**src/rtl/gpio_irq_pkg.sv**
```systemverilog
package gpio_irq_pkg;

    localparam int BUS_AW = 8;
    localparam int BUS_DW = 32;

    localparam logic [BUS_AW-1:0] OFS_LEVEL  = 8'h00;
    localparam logic [BUS_AW-1:0] OFS_DIR    = 8'h04;
    localparam logic [BUS_AW-1:0] OFS_ENABLE = 8'h08;
    localparam logic [BUS_AW-1:0] OFS_STATUS = 8'h0C;
    localparam logic [BUS_AW-1:0] OFS_PEND   = 8'h10;
    localparam logic [BUS_AW-1:0] OFS_CLEAR  = 8'h14;
    localparam logic [BUS_AW-1:0] OFS_EDGE   = 8'h18;
    localparam logic [BUS_AW-1:0] OFS_POL    = 8'h1C;
    localparam logic [BUS_AW-1:0] OFS_VER    = 8'h20;
    localparam logic [BUS_AW-1:0] OFS_BOTH   = 8'h24;

    typedef enum logic [1:0] {
        TRIG_LEVEL = 2'd0,
        TRIG_EDGE  = 2'd1,
        TRIG_ANY   = 2'd2
    } trig_kind_e;

    function automatic trig_kind_e trig_kind(input logic edge_sel, input logic both_sel);
        if (!edge_sel)     return TRIG_LEVEL;
        else if (both_sel) return TRIG_ANY;
        else               return TRIG_EDGE;
    endfunction

    // One pin's event: cur is the synchronised level, old the level one cycle earlier.
    function automatic logic pin_event(input logic cur, input logic old,
                                       input logic edge_sel, input logic pol,
                                       input logic both_sel);
        logic ev;
        unique case (trig_kind(edge_sel, both_sel))
            TRIG_LEVEL: ev = pol ? cur : ~cur;
            TRIG_EDGE:  ev = pol ? (cur & ~old) : (~cur & old);
            TRIG_ANY:   ev = cur ^ old;
            default:    ev = 1'b0;
        endcase
        return ev;
    endfunction

endpackage

```
**src/rtl/gpio_sync.sv**
```systemverilog
module gpio_sync #(
    parameter int N = 32
) (
    input  logic         clk,
    input  logic         rst_n,
    input  logic [N-1:0] pin_in,
    output logic [N-1:0] sync_o,
    output logic [N-1:0] prev_o
);

    typedef struct packed {
        logic [N-1:0] meta;
        logic [N-1:0] sync;
        logic [N-1:0] prev;
    } sync_t;

    sync_t s_d, s_q;

    always_comb begin
        s_d      = s_q;
        s_d.meta = pin_in;
        s_d.sync = s_q.meta;
        s_d.prev = s_q.sync;
    end

    always_ff @(posedge clk) begin
        if (!rst_n) s_q <= '0;
        else        s_q <= s_d;
    end

    assign sync_o = s_q.sync;
    assign prev_o = s_q.prev;

endmodule

```
**src/rtl/gpio_trig.sv**
```systemverilog
module gpio_trig
    import gpio_irq_pkg::*;
#(
    parameter int N = 32
) (
    input  logic [N-1:0] sync_i,
    input  logic [N-1:0] prev_i,
    input  logic [N-1:0] edge_sel_i,
    input  logic [N-1:0] pol_i,
    input  logic [N-1:0] both_i,
    output logic [N-1:0] event_o
);

    for (genvar g = 0; g < N; g++) begin : g_pin
        assign event_o[g] = pin_event(sync_i[g], prev_i[g], edge_sel_i[g],
                                      pol_i[g], both_i[g]);
    end

endmodule

```
**src/rtl/gpio_regs.sv**
```systemverilog
module gpio_regs
    import gpio_irq_pkg::*;
#(
    parameter int N       = 32,
    parameter int VERSION = 3
) (
    input  logic              clk,
    input  logic              rst_n,
    input  logic [BUS_AW-1:0] bus_addr,
    input  logic              bus_wr,
    input  logic              bus_rd,
    input  logic [BUS_DW-1:0] bus_wdata,
    output logic [BUS_DW-1:0] bus_rdata,
    input  logic [N-1:0]      sync_i,
    input  logic [N-1:0]      event_i,
    output logic [N-1:0]      dir_o,
    output logic [N-1:0]      outv_o,
    output logic [N-1:0]      en_o,
    output logic [N-1:0]      edge_o,
    output logic [N-1:0]      pol_o,
    output logic [N-1:0]      both_o,
    output logic [N-1:0]      status_o
);

    localparam bit BOTH_OK = (VERSION >= 3);

    typedef struct packed {
        logic [N-1:0]      dir;
        logic [N-1:0]      outv;
        logic [N-1:0]      en;
        logic [N-1:0]      edge_sel;
        logic [N-1:0]      pol;
        logic [N-1:0]      both;
        logic [N-1:0]      status;
        logic [BUS_DW-1:0] rdata;
    } regs_t;

    regs_t r_d, r_q;
    logic [N-1:0] wr_bits;
    logic [N-1:0] clr_mask;
    logic [N-1:0] both_next;
    logic [N-1:0] level_rb;

    function automatic logic [BUS_DW-1:0] widen(input logic [N-1:0] v);
        logic [BUS_DW-1:0] w;
        w        = '0;
        w[N-1:0] = v;
        return w;
    endfunction

    assign wr_bits  = bus_wdata[N-1:0];
    assign clr_mask = (bus_wr && bus_addr == OFS_CLEAR) ? wr_bits : '0;
    assign level_rb = (r_q.dir & sync_i) | (~r_q.dir & r_q.outv);

    if (BOTH_OK) begin : g_both
        assign both_next = (bus_wr && bus_addr == OFS_BOTH) ? wr_bits : r_q.both;
    end else begin : g_no_both
        assign both_next = '0;
    end

    always_comb begin
        r_d = r_q;
        if (bus_wr) begin
            unique case (bus_addr)
                OFS_LEVEL:  r_d.outv     = wr_bits;
                OFS_DIR:    r_d.dir      = wr_bits;
                OFS_ENABLE: r_d.en       = wr_bits;
                OFS_EDGE:   r_d.edge_sel = wr_bits;
                OFS_POL:    r_d.pol      = wr_bits;
                default:    ;
            endcase
        end
        r_d.both   = both_next;
        // a fresh event outranks a clear of the same bit
        r_d.status = (r_q.status & ~clr_mask) | event_i;
        if (bus_rd) begin
            unique case (bus_addr)
                OFS_LEVEL:  r_d.rdata = widen(level_rb);
                OFS_DIR:    r_d.rdata = widen(r_q.dir);
                OFS_ENABLE: r_d.rdata = widen(r_q.en);
                OFS_STATUS: r_d.rdata = widen(r_q.status);
                OFS_PEND:   r_d.rdata = widen(r_q.status & r_q.en);
                OFS_EDGE:   r_d.rdata = widen(r_q.edge_sel);
                OFS_POL:    r_d.rdata = widen(r_q.pol);
                OFS_VER:    r_d.rdata = 32'(VERSION);
                OFS_BOTH:   r_d.rdata = widen(r_q.both);
                default:    r_d.rdata = '0;
            endcase
        end
    end

    always_ff @(posedge clk) begin
        if (!rst_n) begin
            r_q          <= '0;
            r_q.dir      <= '1;
            r_q.pol      <= '1;
        end else begin
            r_q <= r_d;
        end
    end

    assign bus_rdata = r_q.rdata;
    assign dir_o     = r_q.dir;
    assign outv_o    = r_q.outv;
    assign en_o      = r_q.en;
    assign edge_o    = r_q.edge_sel;
    assign pol_o     = r_q.pol;
    assign both_o    = r_q.both;
    assign status_o  = r_q.status;

endmodule

```
**src/rtl/gpio_irq_ctrl.sv**
```systemverilog
module gpio_irq_ctrl
    import gpio_irq_pkg::*;
#(
    parameter int N       = 32,
    parameter int VERSION = 3
) (
    input  logic              clk,
    input  logic              rst_n,
    input  logic [BUS_AW-1:0] bus_addr,
    input  logic              bus_wr,
    input  logic              bus_rd,
    input  logic [BUS_DW-1:0] bus_wdata,
    output logic [BUS_DW-1:0] bus_rdata,
    input  logic [N-1:0]      pin_in,
    output logic [N-1:0]      pin_out,
    output logic [N-1:0]      pin_oe,
    output logic              irq
);

    logic [N-1:0] sync_w, prev_w, event_w;
    logic [N-1:0] dir_w, outv_w, en_w, edge_w, pol_w, both_w, status_w;

    gpio_sync #(.N(N)) u_sync (
        .clk    (clk),
        .rst_n  (rst_n),
        .pin_in (pin_in),
        .sync_o (sync_w),
        .prev_o (prev_w)
    );

    gpio_trig #(.N(N)) u_trig (
        .sync_i     (sync_w),
        .prev_i     (prev_w),
        .edge_sel_i (edge_w),
        .pol_i      (pol_w),
        .both_i     (both_w),
        .event_o    (event_w)
    );

    gpio_regs #(.N(N), .VERSION(VERSION)) u_regs (
        .clk       (clk),
        .rst_n     (rst_n),
        .bus_addr  (bus_addr),
        .bus_wr    (bus_wr),
        .bus_rd    (bus_rd),
        .bus_wdata (bus_wdata),
        .bus_rdata (bus_rdata),
        .sync_i    (sync_w),
        .event_i   (event_w),
        .dir_o     (dir_w),
        .outv_o    (outv_w),
        .en_o      (en_w),
        .edge_o    (edge_w),
        .pol_o     (pol_w),
        .both_o    (both_w),
        .status_o  (status_w)
    );

    assign pin_out = outv_w;
    assign pin_oe  = ~dir_w;
    assign irq     = |(status_w & en_w);

endmodule

```
**config.mk**
```make
export PLATFORM = sky130hd
export DESIGN_NAME = gpio_irq_ctrl
export DESIGN_NICKNAME = d
export VERILOG_FILES = /design/src/rtl/gpio_irq_pkg.sv /design/src/rtl/gpio_sync.sv /design/src/rtl/gpio_trig.sv /design/src/rtl/gpio_regs.sv /design/src/rtl/gpio_irq_ctrl.sv
export SDC_FILE = /design/constraint.sdc
export NUM_CORES = 1
export LEC_CHECK = 0
export BUFFER_PORTS_ARGS = -buffer_cell sky130_fd_sc_hd__clkbuf_2
export CORE_ASPECT_RATIO = 0.75
export CORE_MARGIN = 5
export CORE_UTILIZATION = 25
export CTS_CLUSTER_SIZE = 30
export DETAILED_ROUTE_END_ITERATION = 10
export GPL_TIMING_DRIVEN = 0
export SYNTH_ARGS = -nofsm -noshare
export SYNTH_HDL_FRONTEND = slang
export SYNTH_SLANG_ARGS = --single-unit
```
**constraint.sdc**
```tcl
create_clock -name clk -period 4.07 [get_ports clk]
set_clock_uncertainty 0.2 [all_clocks]
set_input_delay 0.407 -clock clk [delete_from_list [all_inputs] [get_ports clk]]
set_output_delay 0.407 -clock clk [all_outputs]
set_load 0.01 [all_outputs]
```
==> results by group <==
Outcome
  – Status: completed

Logic synthesis
  – Cell type with the largest total area after synthesis: dfxtp_1
  – Ys Warns: 0
  – Synth top area cells: dfxtp_1, nand2_1, ha_1
  – Most used flip-flop cell after synthesis: dfxtp_1
  – Syn Area/Cell: 8.37 um2
  – Synth Register Bits: 352
  – Async SR Flop Fraction: 0%
  – Synth Cell Area: 0.0167 mm2
  – Register area share after synthesis: 42.1%
  – Syn nets: 2,141
  – Post-synth EDFFs: 0
  – Cells after Synth: 2,001
  – Post-synth top area share: 42.1%
  – Netlist cell types: 63

Placement
  – Placer Congestion: 1.00
  – Placed cells: 3,053
  – DP Area: 0.0187 mm2
  – Port bufs: 168
  – Post-DP HPWL: 55,400 um

Clocking
  – CTS H-tree lvls: 2
  – Inserted Clock Buffers: 37
  – Worst-path clk slew: 0.06 ns
  – Post-CTS Setup Bufs: 0
  – CTS sink cnt: 352
  – CTS Root Cell: clkbuf_16
  – TritonCTS clock tree: done
  – Clock Path Buffers: 3
  – Worst skew pair latency: 0.56 ns

Route
  – DRC Markers: 0
  – Final wirelength: 75,800 um
  – DR pass1 iterations: 8
  – Remaining antenna violation count after routing: 0
  – DRT iter0 DRCs: 2,124
  – Vias per inst: 5.09
  – Vias: 16,168
  – Drt wl/cell: 23.9 um

Timing
  – Worst Tran Pin Value: 1.40 ns
  – Number of setup violations in the final report: 0
  – Post-route clock period utilization: 77.1%
  – Max Clock Freq: 319 MHz
  – Setup_tns: 0 ns
  – Relative slew slack: 6.90%
  – RSZ-0062 raised after global routing: false
  – WHS: 0.00626 ns
  – Final hold violation count: 0
  – Max Slew Vio Count: 0
  – Tmin final: 3.14 ns

GRT
  – Initial antenna violation count: 12
  – GRT Residual Overflow: 0
  – Vias in the first global route: 15,207
  – First-pass GRT wire length: 107,000 um
  – Gr usage total: 20.3%
  – Largest net degree at the start of global routing: 14

Flow run
  – Max Cap Viol: 0

Floorplanning
  – Die area: 0.0723 mm2
  – Initial Utilization: 25.1%
  – Die height: 234 um
  – Core area: 0.0666 mm2
  – Die W: 309 um
  – I/O Pins: 173
  – FP Rows: 82

Final layout
  – Non-filler cells in the finished layout: 3,175
  – Share of layout cells above drive strength 1: 14.0%
  – Final-stage net count: 2,402
  – Final Cell Area: 0.0205 mm2
  – Final core occ: 30.8%
  – Layout area overhead: 22.6%

Setup path
  – Crit path kind: reg2out
  – Crit path required time: 3.46 ns
  – CP Max Fanout: 4
  – Startpoint types: register
  – Crit end category: output pin
  – Critical Path AT: 2.53 ns

Power and ir drop
  – VDD IR max: 273 uV
  – LEAKAGE: 0.00799 uW
  – Power per cell area: 379 mW/mm2

Hold path
  – Worst Hold Class: in2reg
## cell usage in the layout (no fill, tap or decap), types with 38 or more instances in the layout
| cell | instances |
|---|---|
| dlygate4sd3_1 | 52 |
| clkbuf_1 | 74 |
| a21boi_1 | 97 |
| and2_1 | 102 |
| o21ai_0 | 68 |
| a221oi_1 | 49 |
| dfxtp_1 | 352 |
| a21oi_1 | 67 |
| nor2b_1 | 82 |
| clkbuf_16 | 38 |
| nand2_1 | 442 |
| ha_1 | 64 |
| nor2_1 | 40 |
| clkbuf_2 | 168 |
| nand3_1 | 70 |
| inv_1 | 102 |
| buf_2 | 46 |
## final timing paths
kind	startpoint	end	slack, ns	cells past startpoint
worst max register to register	u_regs.dir_o[18]$_SDFFE_PN1P_	u_regs.bus_rdata[18]$_SDFFE_PN0P_	2.06	5
worst min-delay path	bus_wdata[23]	u_regs.edge_o[23]$_SDFFE_PN0P_	0.006	3
worst max-delay path	u_regs.status_o[14]$_SDFF_PN0_	irq	0.93	5
worst min register to register	u_sync.s_d[54]$_SDFF_PN0_	u_sync.sync_o[22]$_SDFF_PN0_	0.23	1
## cell usage after synthesis, drive strengths merged (23+ instances only)
library cell,instances
dfxtp,352
a211oi,34
inv,102
a221oi,49
buf,60
nor2,42
o211ai,34
xor2,32
a21oi,67
mux2i,28
ha,64
and2,102
o21ai,73
a21boi,129
a22oi,23
nand2,443
nand3,71
clkbuf,67
nor2b,82
## registers in the layout (all words and copies together), names as in the netlist
register / cells
u_regs.both_o: 32
u_regs.bus_rdata: 32
u_regs.dir_o: 32
u_regs.edge_o: 32
u_regs.en_o: 32
u_regs.outv_o: 32
u_regs.pol_o: 32
u_regs.status_o: 32
u_sync.prev_o: 32
u_sync.s_d: 32
u_sync.sync_o: 32
## report_power, final
group | leakage (uW) | switching (uW) | internal (uW)
Sequential | 0.00286 | 61.1 | 3500
Clock | 0.000625 | 1520 | 2140
Combinational | 0.00450 | 364 | 205
Total | 0.00799 | 1940 | 5840
## worst max-delay path, cell delays in order (launching register included)
cell	delay [ns]
dfxtp_1	0.35
a22o_1	0.31
a221oi_1	0.34
nand4_1	0.17
or4_1	0.60
clkbuf_2	0.20
## final cells by class
cell class                 count  area [um2]
fill                        7116       46100
multi-input combinational   1420        8730
sequential                   352        7050
timing repair buffer         222        1380
tap                          882        1100
clock buffer                  54        1100
buffer                       127         594
inverter                     102         383
clock inverter                11         173
antenna                        5        12.5
## timing repair
action | 4_1_cts | 5_1_grt
endpoints found under the hold margin | 104 | 0
resized for setup | 0 | 0
hold buffers | 52 | 0
endpoints found under the setup margin | 0 | 0
## routing by layer
| layer | track usage, % | up-vias | routed length, um |
|---|---|---|---|
| met5 | 0 | - | 51 |
| met4 | 6.03 | 8 | 2570 |
| met3 | 8.31 | 181 | 10400 |
| met2 | 29.0 | 896 | 30200 |
| met1 | 27.9 | 7696 | 32600 |
| li1 | - | 7387 | - |
## metrics by stage
| stage | setup WS (ns) | total power, uW |
|---|---|---|
| after floorplan | 1.93 | 3880 |
| after global placement | 0.298 | 4150 |
| after detailed placement | 0.587 | 4150 |
| after CTS | 1.04 | 7800 |
| after global routing | 0.943 | 8020 |
| final | 0.932 | 7790 |
## cell families (layout without fill, tap and decap cells)
family	after synthesis	in the layout	share of synthesized area (%)
adders and majority gates	64	64	4.78
AOI/OAI and AO/OA	483	483	20.3
and+or+nand+nor	805	805	23.1
DFF	352	352	42.1
other	0	5	0
xor gates and xnor gates	32	32	1.67
muxes	36	36	2.21
buffers and inverters	229	516	5.84
Power figures use the tool's default switching activity.
